<file path="src/rtl/link_cfg_picker.sv">
module link_cfg_picker #(
  parameter int PIX_W    = 20,
  parameter int RATE_W   = 20,
  parameter int BPC_W    = 4,
  parameter int LANE_W   = 3,
  parameter int RATE_LO  = 162000,
  parameter int RATE_MID = 270000,
  parameter int RATE_HI  = 540000
) (
  input  logic              clk,
  input  logic              rst_n,
  input  logic              start,
  input  logic [PIX_W-1:0]  pix_khz,
  input  logic [BPC_W-1:0]  comp_bits,
  input  logic [LANE_W-1:0] sink_lanes,
  input  logic [RATE_W-1:0] sink_rate_khz,
  input  logic              fast_ok,
  input  logic              fixed_bridge,
  output logic              busy,
  output logic              done,
  output logic [LANE_W-1:0] lanes_out,
  output logic [RATE_W-1:0] rate_out,
  output logic              mode_bad
);

  localparam int BPP_W = BPC_W + 2;
  localparam int NUM_W = RATE_W + LANE_W + 3;
  localparam int CNT_W = $clog2(NUM_W + 1);

  typedef enum logic [2:0] {ST_IDLE, ST_LANE, ST_LDIV, ST_RATE, ST_RDIV} st_t;
  st_t st;

  logic [PIX_W-1:0]  pix_q;
  logic [BPP_W-1:0]  bpp_q;
  logic [LANE_W-1:0] maxl_q, lanes_q;
  logic [RATE_W-1:0] srate_q;
  logic              fast_q, bridge_q;
  logic [1:0]        ridx;

  logic [NUM_W-1:0]  dnum;
  logic [BPP_W-1:0]  drem;
  logic [CNT_W-1:0]  dcnt;
  logic [BPP_W:0]    trial;

  logic [RATE_W-1:0] cand;
  logic              cand_ok, kick, fits, lane_stop;
  logic [NUM_W-1:0]  kick_num;

  assign busy      = (st != ST_IDLE);
  assign cand      = (ridx == 2'd0) ? RATE_W'(RATE_LO) :
                     (ridx == 2'd1) ? RATE_W'(RATE_MID) : RATE_W'(RATE_HI);
  assign cand_ok   = (ridx < 2'd2) || (ridx == 2'd2 && fast_q);
  assign lane_stop = (lanes_q >= maxl_q);
  assign kick      = (st == ST_LANE && !lane_stop) ||
                     (st == ST_RATE && !bridge_q && cand_ok);
  assign kick_num  = (NUM_W'((st == ST_LANE) ? srate_q : cand) * NUM_W'(lanes_q)) << 3;
  assign fits      = ({{(NUM_W-PIX_W){1'b0}}, pix_q} <= dnum);
  assign trial     = {drem, dnum[NUM_W-1]};
  assign mode_bad  = (rate_out == RATE_W'(RATE_HI)) && !fast_q;

  // restoring divider, one quotient bit per cycle; quotient ends in dnum
  always_ff @(posedge clk or negedge rst_n) begin
    if (!rst_n) begin
      dnum <= '0;
      drem <= '0;
      dcnt <= '0;
    end else if (kick) begin
      dnum <= kick_num;
      drem <= '0;
      dcnt <= CNT_W'(NUM_W);
    end else if (dcnt != '0) begin
      if (trial >= {1'b0, bpp_q}) begin
        drem <= BPP_W'(trial - {1'b0, bpp_q});
        dnum <= {dnum[NUM_W-2:0], 1'b1};
      end else begin
        drem <= trial[BPP_W-1:0];
        dnum <= {dnum[NUM_W-2:0], 1'b0};
      end
      dcnt <= dcnt - 1'b1;
    end
  end

  always_ff @(posedge clk or negedge rst_n) begin
    if (!rst_n) begin
      st        <= ST_IDLE;
      done      <= 1'b0;
      pix_q     <= '0;
      bpp_q     <= '0;
      maxl_q    <= '0;
      lanes_q   <= '0;
      srate_q   <= '0;
      fast_q    <= 1'b0;
      bridge_q  <= 1'b0;
      ridx      <= '0;
      lanes_out <= '0;
      rate_out  <= '0;
    end else begin
      done <= 1'b0;
      unique case (st)
        ST_IDLE: if (start) begin
          pix_q    <= pix_khz;
          bpp_q    <= (comp_bits == '0) ? BPP_W'(24) : BPP_W'(comp_bits) * BPP_W'(3);
          maxl_q   <= sink_lanes;
          srate_q  <= sink_rate_khz;
          fast_q   <= fast_ok;
          bridge_q <= fixed_bridge;
          lanes_q  <= LANE_W'(1);
          ridx     <= '0;
          st       <= ST_LANE;
        end
        ST_LANE: st <= lane_stop ? ST_RATE : ST_LDIV;
        ST_LDIV: if (dcnt == '0) begin
          if (fits) st <= ST_RATE;
          else begin
            lanes_q <= lanes_q << 1;
            st      <= ST_LANE;
          end
        end
        ST_RATE: begin
          if (bridge_q || !cand_ok) begin
            lanes_out <= lanes_q;
            rate_out  <= bridge_q ? RATE_W'(RATE_MID) : srate_q;
            done      <= 1'b1;
            st        <= ST_IDLE;
          end else st <= ST_RDIV;
        end
        ST_RDIV: if (dcnt == '0) begin
          if (fits) begin
            lanes_out <= lanes_q;
            rate_out  <= cand;
            done      <= 1'b1;
            st        <= ST_IDLE;
          end else begin
            ridx <= ridx + 1'b1;
            st   <= ST_RATE;
          end
        end
        default: st <= ST_IDLE;
      endcase
    end
  end

  AST_DONE_ONE_CYCLE: assert property (@(posedge clk) disable iff (!rst_n)
    done |=> !done);
  AST_DONE_ENDS_SEARCH: assert property (@(posedge clk) disable iff (!rst_n)
    $rose(done) |-> !busy && $past(busy));
  AST_LANES_POW2: assert property (@(posedge clk) disable iff (!rst_n)
    done |-> $countones(lanes_out) == 1);
  AST_BRIDGE_FIXED: assert property (@(posedge clk) disable iff (!rst_n)
    done && bridge_q |-> rate_out == RATE_W'(RATE_MID));
  AST_HI_ONLY_IF_ALLOWED: assert property (@(posedge clk) disable iff (!rst_n)
    done && !fast_q && rate_out == RATE_W'(RATE_HI) |-> srate_q == RATE_W'(RATE_HI));
  AST_DIV_QUIET_IDLE: assert property (@(posedge clk) disable iff (!rst_n)
    st == ST_IDLE |-> dcnt == '0);

endmodule

</file>
<file path="config.mk">
export PLATFORM = sky130hd
export DESIGN_NAME = link_cfg_picker
export DESIGN_NICKNAME = d
export VERILOG_FILES = /design/src/rtl/link_cfg_picker.sv
export SDC_FILE = /design/constraint.sdc
export NUM_CORES = 1
export LEC_CHECK = 0
export BUFFER_PORTS_ARGS = -buffer_cell sky130_fd_sc_hd__buf_2
export CAP_MARGIN = 10
export CORE_MARGIN = 4
export CORE_UTILIZATION = 60
export CTS_BUF_LIST = sky130_fd_sc_hd__clkbuf_8
export CTS_CLUSTER_DIAMETER = 100
export CTS_CLUSTER_SIZE = 8
export DETAILED_ROUTE_END_ITERATION = 12
export GPL_TIMING_DRIVEN = 1
export PLACE_DENSITY = 0.92
export SETUP_SLACK_MARGIN = 0.2
export SYNTH_ARGS = -nofsm -noshare
export SYNTH_HDL_FRONTEND = slang
export SYNTH_SLANG_ARGS = --single-unit
</file>
<file path="constraint.sdc">
create_clock -name clk -period 11.2 [get_ports clk]
set_clock_uncertainty 0.1 [all_clocks]
set_input_delay 0 -clock clk [delete_from_list [all_inputs] [get_ports clk]]
set_output_delay 0 -clock clk [all_outputs]
set_load 0.02 [all_outputs]
</file>
==> summary.log, run 1 <==
[status] result of the run finished clean
[timing] final-report hold violation count 0
[synth] multiplexer area fraction after synthesis 2.68%
[cts] CTS Root Buffer Type clkbuf_8
[synth] number of flops mapped to enable cells by yosys 0
[synth] adder-cell area share of the yosys netlist 15.1%
[worst_setup_path] Max stage delay on crit path 0.58 ns
[worst_setup_path] element type at the critical path start flop
[worst_setup_path] path depth of the worst reg2reg path 15
[synth] number of distinct standard cells referenced by the synthesized netlist 63
[finish] Final nets 1201
[min_path] path type of the worst min-delay path in -> async
[drt] TritonRoute pass-1 iters 6
[power_and_ir_drop] Power Dens Cells 92.4 nW/um^2
[cts] clock tree from TritonCTS yes
[worst_setup_path] worst flop-to-flop path endpoint dnum[25]
[timing] fin. max-slew vios 0
[floorplan] width of the die 124 um
[synth] combinational family with the most area after synthesis simple AND/OR/NAND/NOR gates
[place] half-perimeter wire length after placement 14.1 mm
[power_and_ir_drop] maximum VDD drop 159 uV
[cts] # H-tree levels 4
[drt] DRC 0
[worst_setup_path] startpoint of the worst register-to-register path st[0]
[worst_setup_path] CP Data Arrival Time 4.49 ns
[cts] number of setup buffers added after CTS 0
[timing] Final setup viols 0
[synth] post-synthesis net count 1092
[grt] via count of the first global-routing pass 7422
[grt] overall fraction of global-route tracks in use 30.0%
[worst_setup_path] family with the most delay on the worst path compound AO/OA/AOI/OAI gates
[worst_setup_path] Worst Setup Path Type reg -> reg
[power_and_ir_drop] standby leakage power 0.00493 uW
[floorplan] die boundary height 124 um
[worst_setup_path] worst endpoint required time 11.43 ns
[timing] clock period minus worst slack 4.26 ns
[synth] most instantiated flip-flop cell in the synthesis netlist dfrtp_1
[grt] GR Overflow Total 0
[floorplan] total die area 15300 sq um
[drt] detailed-route via count 7450
[synth] synthesized instance count 956
[synth] area of the mapped netlist 8030 sq um
[timing] peak clock frequency supported by timing 235 MHz
[timing] measured slew at the worst slew-check pin 1.18 ns
[cts] maximum number of buffers from clock root to sink 2
[synth] share of synthesized registers carrying an async set or reset 100%
[job] # Max-Cap Violations 0
[floorplan] row count 42
[timing] worst-case headroom to the max-slew limit 21.3%
[drt] Iter 0 DRT Violations 836
[worst_setup_path] CP max stage cell fa_1
[grt] largest net degree at the start of global routing 64
[floorplan] Core Area 13200 sq um
[synth] sequential element share of the synthesized area 37.4%
[synth] synthesis warning total 0
[floorplan] ports placed on the boundary 78
[synth] Post-Synth XOR/XNOR Area 2.18%
[worst_setup_path] critical path endpoint category flop
[timing] Final period util 38.0%
[timing] Total Neg Setup Slack 0 ns
[finish] area growth from synthesis to layout 17.0%
[drt] Final ANT Viol Nets 0
[cts] TritonCTS buffer count 17
[drt] DR WL/cell 17.5 um
[grt] initial antenna violation count 0
[worst_setup_path] Reg2Reg Setup Slack 6.94 ns
[place] last weighted congestion value of the routability-driven placer 0.959
[synth] post-synthesis share of cell area spent on and, or, nand and nor gates 20.6%
[finish] number of diodes added for antenna fixing 0
[synth] fraction of the mapped netlist area in compound gates 15.4%
[finish] number of fillers in the final layout 916
[power_and_ir_drop] total power of the final layout 868 uW
[timing] unrepaired setup endpoints after global routing false
[cts] CTS sink cnt 120
[finish] fraction of layout cells with a size suffix above 1 13.0%
[synth] Avg Cell Area, Syn 8.40 sq um
[worst_setup_path] number of buffer and inverter stages on the critical path 2
[floorplan] starting density of the core 60.9%
[drt] detailed-route wire length 21.9 mm
[timing] final hold slack 0.0618 ns
[cts] Reg clk slew, reported paths 0.08 ns
[cts] Skew-Pair Late Insertion Delay 0.45 ns
[synth] Synth Register Bits 120
[grt] first-pass GRT wire length 36.0 mm
[drt] average via count per standard cell 5.94
[worst_setup_path] CP cell instances nand2_1 -> nor2_1 -> buf_4 -> nand3_1 -> fa_1 -> inv_1 -> ha_1 -> fa_1 -> a21o_1 -> a21oi_1 -> o21bai_1 -> a211oi_1 -> o21ai_0 -> a2111oi_0 -> nor2_1
[place] port bufs 77
[cts] PostCTS Resize Cnt 0
[worst_setup_path] peak fanout along the critical path 30
==> placed cells by master (no fill, tap or decap), types with 4 or more instances in the layout <==
cell type	netlist	final
clkbuf_8	0	17
o21a_1	5	5
inv_8	1	4
nand3_1	29	29
nand4_1	6	6
fa_1	21	21
inv_6	0	7
o211ai_1	8	8
a21oi_1	37	37
xor2_1	9	9
a22o_2	6	6
nor2b_1	4	4
a31oi_1	24	24
mux2_2	8	8
dfrtp_1	120	120
and2_1	6	5
buf_4	0	6
buf_2	1	76
a21o_1	19	19
xnor2_1	11	11
nand2b_1	5	5
nor3_1	13	13
o22ai_1	4	4
or3_1	5	5
o21ai_0	49	49
and3_1	11	11
nand2_1	256	256
nor2_1	42	41
inv_1	90	90
ha_1	63	63
dlygate4sd3_1	0	51
mux2i_1	8	8
==> Yosys cell counts (3+ instances only) <==
cell,number,share of area (%)
mux2_2,8,1.1
fa_1,21,5.2
o211ai_1,8,0.75
nand4_1,6,0.47
nand3_1,29,1.8
nor3_1,13,0.81
o22ai_1,4,0.31
and3_1,11,0.86
mux2_4,3,0.56
and2_1,6,0.47
or2_2,3,0.23
dfrtp_1,120,37
nor2b_1,4,0.31
a22o_2,6,0.75
mux2i_1,8,1.0
a211oi_1,3,0.28
or3_1,5,0.39
nor4_1,3,0.23
o21ai_0,49,3.1
nand2_1,256,12
inv_1,90,4.2
a21oi_1,37,2.3
ha_1,63,9.8
nand2b_1,5,0.39
nor2_1,42,2.0
xnor2_1,11,1.2
a21o_1,19,1.8
xor2_1,9,0.98
a31oi_1,24,1.9
o22a_1,3,0.33
o21a_1,5,0.47
clkbuf_1,39,1.8
==> report_power, final <==
group	switching, uW	leakage (uW)	total, uW	internal, uW
combinational	18.1	0.00311	38.9	20.8
clock	212	0.000195	396	184
sequential	0	0.00163	433	433
==> per-layer routing <==
| layer | vias up | wire length [um] | global-route usage, % |
|---|---|---|---|
| met5 | - | 0 | 0 |
| met4 | 0 | 681 | 11.7 |
| met3 | 77 | 1770 | 6.58 |
| met2 | 360 | 10900 | 49.4 |
| met1 | 3567 | 8580 | 38.9 |
| li1 | 3446 | - | - |
==> metrics by stage <==
| step | worst slack [ns] | utilization (%) | std cells | area, sq um |
|---|---|---|---|---|
| finish | 6.94 | 71.2 | 1254 | 9390 |
| global placement | 7.18 | 64.4 | 1171 | 8490 |
| detailed placement | 6.99 | 64.4 | 1171 | 8490 |
| floorplan | 6.97 | - | 956 | 8030 |
| CTS | 6.98 | 71.2 | 1254 | 9390 |
| global route | 6.55 | 71.2 | 1254 | 9390 |
==> logic make-up (layout without fill, tap and decap cells) <==
kind of cell / Yosys count / count (layout)
xor+xnor: 20 / 20
buf+inv: 134 / 256
mux: 19 / 19
compound gates: 189 / 189
fa+ha+maj: 84 / 84
flops: 120 / 120
simple gates: 390 / 390
==> state kept, by name, indices dropped and copies added, names as in the netlist, 2 cells and up <==
signal / flops
ridx: 2
lanes_q: 3
dnum: 26
dcnt: 5
pix_q: 20
rate_out: 20
lanes_out: 3
drem: 6
st: 3
maxl_q: 3
bpp_q: 6
srate_q: 20
==> worst register-to-register path, cell delays in order, from the launching register on <==
cell and delay (ns):
dfrtp_1 0.49, nand2_1 0.14, nor2_1 0.11, buf_4 0.29, nand3_1 0.17, fa_1 0.58, inv_1 0.04, ha_1 0.22
fa_1 0.43, a21o_1 0.18, a21oi_1 0.25, o21bai_1 0.18, a211oi_1 0.26, o21ai_0 0.18, a2111oi_0 0.45, nor2_1 0.07
==> worst max-delay path by stage <==
stage,from,to,slack (ns),cells after the start
finish,st[0],dnum[25],6.94,15
global route,st[2],dnum[25],6.55,16
CTS,st[0],dnum[25],6.98,15
detailed placement,st[0],dnum[25],6.99,15
global placement,st[0],dnum[25],7.18,15
floorplan,st[0],dnum[25],6.97,17
==> final cells by class <==
cell class,instances,area [sq um],area share [%]
repair buffers,133,936,9.97
multi-input cells,702,4500,47.9
well taps,176,220,2.34
clock inverters,15,154,1.64
clock buffers,17,234,2.49
inverters,91,349,3.72
flip-flops and latches,120,3000,32.0
==> repair_timing <==
action / 4_1_cts / 5_1_grt
hold buffers: 51 / 0
endpoints found under the hold margin: 107 / 0
setup endpoints to repair: 0 / 0
Power figures use the tool's default switching activity.
==> run 2: changes to the inputs <==
CORE_UTILIZATION = 56   (was 60)
PLACE_DENSITY = 0.9   (was 0.92)
clock period = 3.8 ns   (was 11.2 ns; I/O delays follow)
==> summary.log, run 2 (synthesis results as in run 1) <==
[floorplan] ports placed on the boundary 78 [unchanged]
[power_and_ir_drop] clock group share of total power 46.9% [+1.3 points]
[worst_setup_path] Reg2Reg Setup Slack -0.05 ns [-6.99 ns]
[place] port bufs 77 [unchanged]
[power_and_ir_drop] power share of the combinational group 4.5% [about the same]
[worst_setup_path] startpoint of the worst register-to-register path st[2]
[grt] overall fraction of global-route tracks in use 28.2% [-1.8 points]
[cts] CTS Root Buffer Type clkbuf_8
[drt] DR WL/cell 19.0 um [+8.9%]
[timing] Final WS setup -0.0548 ns [-6.99 ns]
[power_and_ir_drop] Sw Pwr 589 uW [+160%]
[power_and_ir_drop] maximum VDD drop 301 uV [+89%]
[finish] Final nets 1252 [+4.2%]
[status] result of the run finished with violations
[finish] fraction of layout cells with a size suffix above 1 22.6% [+9.6 points]
[power_and_ir_drop] sequential power share 48.6% [-1.3 points]
[timing] final-report hold violation count 0 [unchanged]
[cts] clock tree from TritonCTS yes
[worst_setup_path] Worst Setup Path Type reg -> reg
[drt] detailed-route wire length 24.9 mm [+14%]
[timing] clock period minus worst slack 3.85 ns [-0.405 ns]
[power_and_ir_drop] Internal Dissipation 2040 uW [+220%]
[finish] non-filler instance count after layout 1310 [+4.5%]
[place] half-perimeter wire length after placement 14.9 mm [+6.2%]
[min_path] path type of the worst min-delay path in -> reg
[cts] # H-tree levels 4 [unchanged]
[floorplan] Core Area 14000 sq um [+6.1%]
[worst_setup_path] element type at the critical path start flop
[finish] commonest non-fill, non-tap cells in the layout nand2_1 (240), dfrtp_1 (120), inv_1 (87)
[place] cell total after placement 1203 [+2.7%]
[worst_setup_path] CP Data Arrival Time 4.14 ns [-0.35 ns]
[cts] Skew-Pair Late Insertion Delay 0.47 ns [+0.02 ns]
[grt] initial antenna violation count 0 [unchanged]
[drt] Final ANT Viol Nets 0 [unchanged]
[place] last weighted congestion value of the routability-driven placer 0.910 [-5.1%]
[worst_setup_path] worst flop-to-flop path endpoint dnum[20]
[power_and_ir_drop] Power Dens Cells 256 nW/um^2 [+180%]
[floorplan] width of the die 128 um [+3.3%]
[worst_setup_path] path depth of the worst reg2reg path 20 [+5]
[drt] TritonRoute pass-1 iters 6 [unchanged]
[floorplan] row count 43 [+2.4%]
[drt] Iter 0 DRT Violations 894 [+6.9%]
[grt] largest net degree at the start of global routing 56 [-13%]
[finish] number of flip-flops under the largest register name 26 [unchanged]
[drt] detailed-route via count 8066 [+8.3%]
[power_and_ir_drop] Net Sw Frac 22.4% [-4.1 points]
[timing] Final period util 101% [+63 points]
[finish] leading cell type in the layout, fill and taps excluded nand2_1
[grt] first-pass GRT wire length 36.6 mm [+1.6%]
[worst_setup_path] Critical Path End dnum[20]
[drt] DRC 0 [unchanged]
[worst_setup_path] peak fanout along the critical path 6 [-80%]
[finish] most flop-heavy register dnum
[cts] maximum number of buffers from clock root to sink 2 [unchanged]
[floorplan] starting density of the core 57.4% [-3.5 points]
[job] # Max-Cap Violations 0 [unchanged]
[cts] Reg clk slew, reported paths 0.07 ns [about the same]
[place] placed inst area 8740 sq um [+3.0%]
[worst_setup_path] critical path endpoint category flop
[power_and_ir_drop] standby leakage power 0.00524 uW [+6.2%]
[floorplan] total die area 16300 sq um [+6.7%]
[timing] unrepaired setup endpoints after global routing true
[grt] via count of the first global-routing pass 7541 [+1.6%]
[timing] Total Neg Setup Slack -0.0548 ns [-0.0548 ns]
[finish] cell area after layout 10300 sq um [+9.2%]
[timing] final hold slack 0.165 ns [+0.103 ns]
[cts] CTS sink cnt 120 [unchanged]
[worst_setup_path] worst endpoint required time 4.08 ns [-7.35 ns]
[finish] area growth from synthesis to layout 27.7%
[timing] Final setup viols 1 [+1]
[status] violated checks setup timing
[drt] average via count per standard cell 6.16 [+3.6%]
[grt] GR Overflow Total 0 [unchanged]
[timing] worst-case headroom to the max-slew limit 41.0% [+20 points]
[worst_setup_path] Critical Path Source st[2]
[timing] measured slew at the worst slew-check pin 0.878 ns [-0.303 ns]
[floorplan] die boundary height 128 um [+3.3%]
[timing] peak clock frequency supported by timing 259 MHz [+11%]
[cts] TritonCTS buffer count 17 [unchanged]
[timing] fin. max-slew vios 0 [unchanged]
[run 2: changes by cell type in the layout (fill, tap and decap cells not counted), sizes merged]
cell         change
buf             +48
clkinvlp         +3
clkinv           +1
inv              -9
bufinv           +2
diode            +1
dlygate4sd3      +2
nor2             +1
clkbuf           +3
[run 2: worst min-delay path by stage]
stage	startpoint	to	slack, ns	depth (start not counted)
2_1_floorplan	rst_n	bpp_q[0]	-0.40	0
3_3_place_gp	rst_n	bpp_q[2]	-0.12	1
3_5_place_dp	rst_n	bpp_q[1]	-0.11	1
4_1_cts	pix_khz[18]	pix_q[18]	0.13	4
5_1_grt	pix_khz[12]	pix_q[12]	0.17	4
6_report	pix_khz[5]	pix_q[5]	0.16	4
[run 2: repair_timing]
action | CTS | global route
gates resized for setup | 22 | 60
setup endpoints to repair | 12 | 14
cloned | 1 | 0
pin swaps | 13 | 44
hold buffers | 54 | 0
endpoints found under the hold margin | 170 | 0
setup buffers | 7 | 12
[run 2: layout make-up]
cell class,count,area [sq um]
fill,890,3730
clock inverter,12,150
timing repair buffer,183,1370
clock buffer,20,275
multi-input combinational,703,4880
inverter,91,349
tap,180,225
antenna,1,2.50
sequential,120,3000
[run 2: per-stage QoR]
step	total power, uW	utilization (%)	setup slack (ns)
4_1_cts	2630	70.6	0.184
3_3_place_gp	1370	62.5	0.0781
3_5_place_dp	1370	62.5	-0.0441
2_1_floorplan	1310	-	0.202
5_1_grt	2710	73.3	-0.104
6_report	2630	73.3	-0.0548
[run 2: power by group through the flow]
stage / clock [uW] / sequential (uW) / combinational [uW]
6_report: 1230 / 1280 / 118
3_3_place_gp: 0 / 1300 / 67.4
5_1_grt: 1310 / 1280 / 131
4_1_cts: 1240 / 1280 / 116
2_1_floorplan: 0 / 1300 / 12.4
3_5_place_dp: 0 / 1300 / 69.5
[run 2: metal layers]
layer  GRT usage, %  share of wire [%]  up-vias  routed length, um
met1           36.3                 37     3800               9210
met2           45.4                 47      533              11800
met4           12.0                6.2        0               1550
met3           7.12                9.5      179               2360
li1               -                  -     3554                  -
met5              0                  0        -                  0
[run 2: worst max-delay path, stage by stage, from the launching register on]
cell and delay, ns:
dfrtp_1 0.42, inv_2 0.10, nand2_4 0.09, nor2_4 0.14, buf_12 0.14, buf_4 0.11, buf_4 0.10, nand2_1 0.06
nand2_2 0.11, nand2_2 0.07, fa_1 0.53, inv_1 0.07, ha_1 0.29, and4_4 0.26, and3_4 0.19, o211ai_1 0.17
a31oi_1 0.31, buf_4 0.17, xor2_1 0.14, nor2_1 0.06, a31oi_1 0.15
==> run 3: changes to the inputs <==
CTS_BUF_LIST = sky130_fd_sc_hd__clkbuf_4   (was sky130_fd_sc_hd__clkbuf_8)
PLACE_DENSITY = unset   (was 0.9)
PLACE_DENSITY_LB_ADDON = 0.2   (was unset)
==> summary.log, run 3 (synthesis results as in run 1) <==
[timing] worst-case headroom to the max-slew limit 48.2% [+7.1 points]
[floorplan] total die area 16300 sq um [unchanged]
[floorplan] row count 43 [unchanged]
[place] port bufs 77 [unchanged]
[power_and_ir_drop] clock group share of total power 40.4% [-6.5 points]
[floorplan] width of the die 128 um [unchanged]
[worst_setup_path] worst endpoint required time 4.16 ns [+0.08 ns]
[drt] detailed-route wire length 22.9 mm [-8.2%]
[worst_setup_path] critical path endpoint category flop
[worst_setup_path] startpoint of the worst register-to-register path st[2]
[cts] Reg clk slew, reported paths 0.12 ns [+0.05 ns]
[worst_setup_path] Worst Setup Path Type reg -> reg
[place] pre-CTS worst setup slack 0.0457 ns [+0.0898 ns]
[power_and_ir_drop] maximum VDD drop 224 uV [-25%]
[power_and_ir_drop] standby leakage power 0.00541 uW [+3.4%]
[grt] overall fraction of global-route tracks in use 28.7% [+0.48 points]
[cts] Skew-Pair Late Insertion Delay 0.57 ns [+0.10 ns]
[timing] measured slew at the worst slew-check pin 0.772 ns [-0.106 ns]
[cts] TritonCTS buffer count 17 [unchanged]
[timing] Total Neg Setup Slack 0 ns [+0.0548 ns]
[floorplan] die boundary height 128 um [unchanged]
[drt] DR WL/cell 16.8 um [-12%]
[power_and_ir_drop] power share of the combinational group 5.0% [+0.5 points]
[power_and_ir_drop] Internal Dissipation 1730 uW [-15%]
[grt] initial antenna violation count 2 [+2]
[grt] first-pass GRT wire length 37.6 mm [+2.7%]
[grt] largest net degree at the start of global routing 121 [+120%]
[finish] non-filler instance count after layout 1364 [+4.1%]
[power_and_ir_drop] Sw Pwr 606 uW [+3.0%]
[place] placed inst area 8740 sq um [about the same]
[worst_setup_path] Critical Path Source st[2]
[finish] fraction of layout cells with a size suffix above 1 19.1% [-3.5 points]
[grt] GR Overflow Total 0 [unchanged]
[job] # Max-Cap Violations 0 [unchanged]
[finish] most flop-heavy register dnum
[floorplan] ports placed on the boundary 78 [unchanged]
[drt] TritonRoute pass-1 iters 6 [unchanged]
[drt] DRC 0 [unchanged]
[power_and_ir_drop] Net Sw Frac 25.9% [+3.5 points]
[drt] detailed-route via count 7673 [-4.9%]
[worst_setup_path] peak fanout along the critical path 6 [unchanged]
[status] result of the run finished clean
[timing] fin. max-slew vios 0 [unchanged]
[finish] Final nets 1303 [+4.1%]
[finish] commonest non-fill, non-tap cells in the layout nand2_1 (251), dfrtp_1 (118), dlygate4sd3_1 (116)
[min_path] path type of the worst min-delay path in -> reg
[timing] Final WS setup 0.213 ns [+0.268 ns]
[worst_setup_path] element type at the critical path start flop
[cts] CTS sink cnt 120 [unchanged]
[worst_setup_path] CP Data Arrival Time 3.95 ns [-0.19 ns]
[floorplan] starting density of the core 57.4% [unchanged]
[finish] number of flip-flops under the largest register name 26 [unchanged]
[power_and_ir_drop] Power Dens Cells 222 nW/um^2 [-13%]
[power_and_ir_drop] sequential power share 54.6% [+6.0 points]
[finish] leading cell type in the layout, fill and taps excluded nand2_1
[finish] area growth from synthesis to layout 30.9%
[timing] Final setup viols 0 [-1]
[timing] peak clock frequency supported by timing 279 MHz [+7.5%]
[cts] maximum number of buffers from clock root to sink 2 [unchanged]
[timing] final-report hold violation count 0 [unchanged]
[cts] clock tree from TritonCTS yes
[place] half-perimeter wire length after placement 14.8 mm [-0.86%]
[timing] clock period minus worst slack 3.59 ns [-0.268 ns]
[finish] cell area after layout 10500 sq um [+2.5%]
[floorplan] Core Area 14000 sq um [unchanged]
[place] cell total after placement 1202 [-0.083%]
[min_path] start point of the worst hold path sink_lanes[2]
[grt] via count of the first global-routing pass 7669 [+1.7%]
[drt] Final ANT Viol Nets 0 [unchanged]
[drt] average via count per standard cell 5.63 [-8.6%]
[timing] Final period util 94.4% [-7.0 points]
[power_and_ir_drop] total power of the final layout 2340 uW [-11%]
[drt] Iter 0 DRT Violations 673 [-25%]
[timing] unrepaired setup endpoints after global routing true
[place] last weighted congestion value of the routability-driven placer 0.890 [-2.1%]
[cts] CTS Root Buffer Type clkbuf_4
[cts] # H-tree levels 4 [unchanged]
==> run 3: cell count changes in the layout (fill, tap and decap cells not counted), moves of 4 or more <==
cell	delta
buf_4	-10
clkbuf_4	+17
clkbuf_8	-20
dlygate4sd3_1	+63
ha_1	+4
nand2_1	+11
nand2_2	-11
==> run 3: area by class of cell <==
class / count / area [sq um]
Tap cell: 180 / 225
Clock inverter: 15 / 154
Multi-Input combinational cell: 704 / 4770
Clock buffer: 17 / 128
Antenna cell: 4 / 10.0
Sequential cell: 120 / 3010
Timing Repair Buffer: 233 / 1870
Fill cell: 1007 / 3470
Inverter: 91 / 349
==> run 3: path summary, 6_finish.rpt <==
check / cells after the start / slack, ns / end
setup / recovery: 16 / 0.21 / dnum[24]
hold / removal: 4 / 0.09 / maxl_q[2]
setup reg to reg: 16 / 0.21 / dnum[24]
hold reg to reg: 1 / 0.43 / lanes_out[1]
max in group asynchronous: 4 / 2.53 / ridx[0]
min in group asynchronous: 4 / 0.58 / dnum[1]
==> run 3: power groups by stage <==
stage	sequential (uW)	combinational, uW	clock (uW)
after global routing	1280	130	1020
after CTS	1280	114	952
final	1280	116	945
after global placement	1300	69.5	0
after detailed placement	1300	70.7	0
after floorplan	1300	12.4	0
==> run 3: timing repair <==
| action | 4_1_cts | 5_1_grt |
|---|---|---|
| resized for setup | 16 | 51 |
| setup buffers | 1 | 7 |
| endpoints found under the setup margin | 11 | 16 |
| hold endpoints to repair | 174 | 0 |
| gates cloned | 2 | 0 |
| hold buffers | 116 | 0 |
| pin swaps | 4 | 28 |
==> run 3: metrics by stage <==
step,utilization (%),hold slack [ns]
5_1_grt,75.1,0.0556
3_5_place_dp,62.5,0.0484
4_1_cts,73.3,0.0402
3_3_place_gp,62.5,0.0516
6_report,75.2,0.0894
2_1_floorplan,-,-0.396
==> run 3: routing by layer <==
metal | vias to the layer above | GRT usage (%) | wire length (um)
li1 | 3650 | - | -
met5 | - | 0 | 0
met4 | 0 | 7.74 | 414
met2 | 283 | 44.6 | 10700
met3 | 39 | 6.96 | 1540
met1 | 3701 | 40.5 | 10300
==> run 3: worst max-delay path, cell delays in order, from the launching register on <==
cell,delay (ns)
dfrtp_1,0.41
inv_2,0.08
nand2_4,0.09
or2_4,0.29
nand2b_4,0.10
o22a_1,0.20
nand2_1,0.09
fa_1,0.50
inv_2,0.05
ha_4,0.16
or3_4,0.40
buf_6,0.13
o211ai_1,0.23
a31oi_2,0.15
a221oi_2,0.27
xor2_1,0.16
a21oi_1,0.07
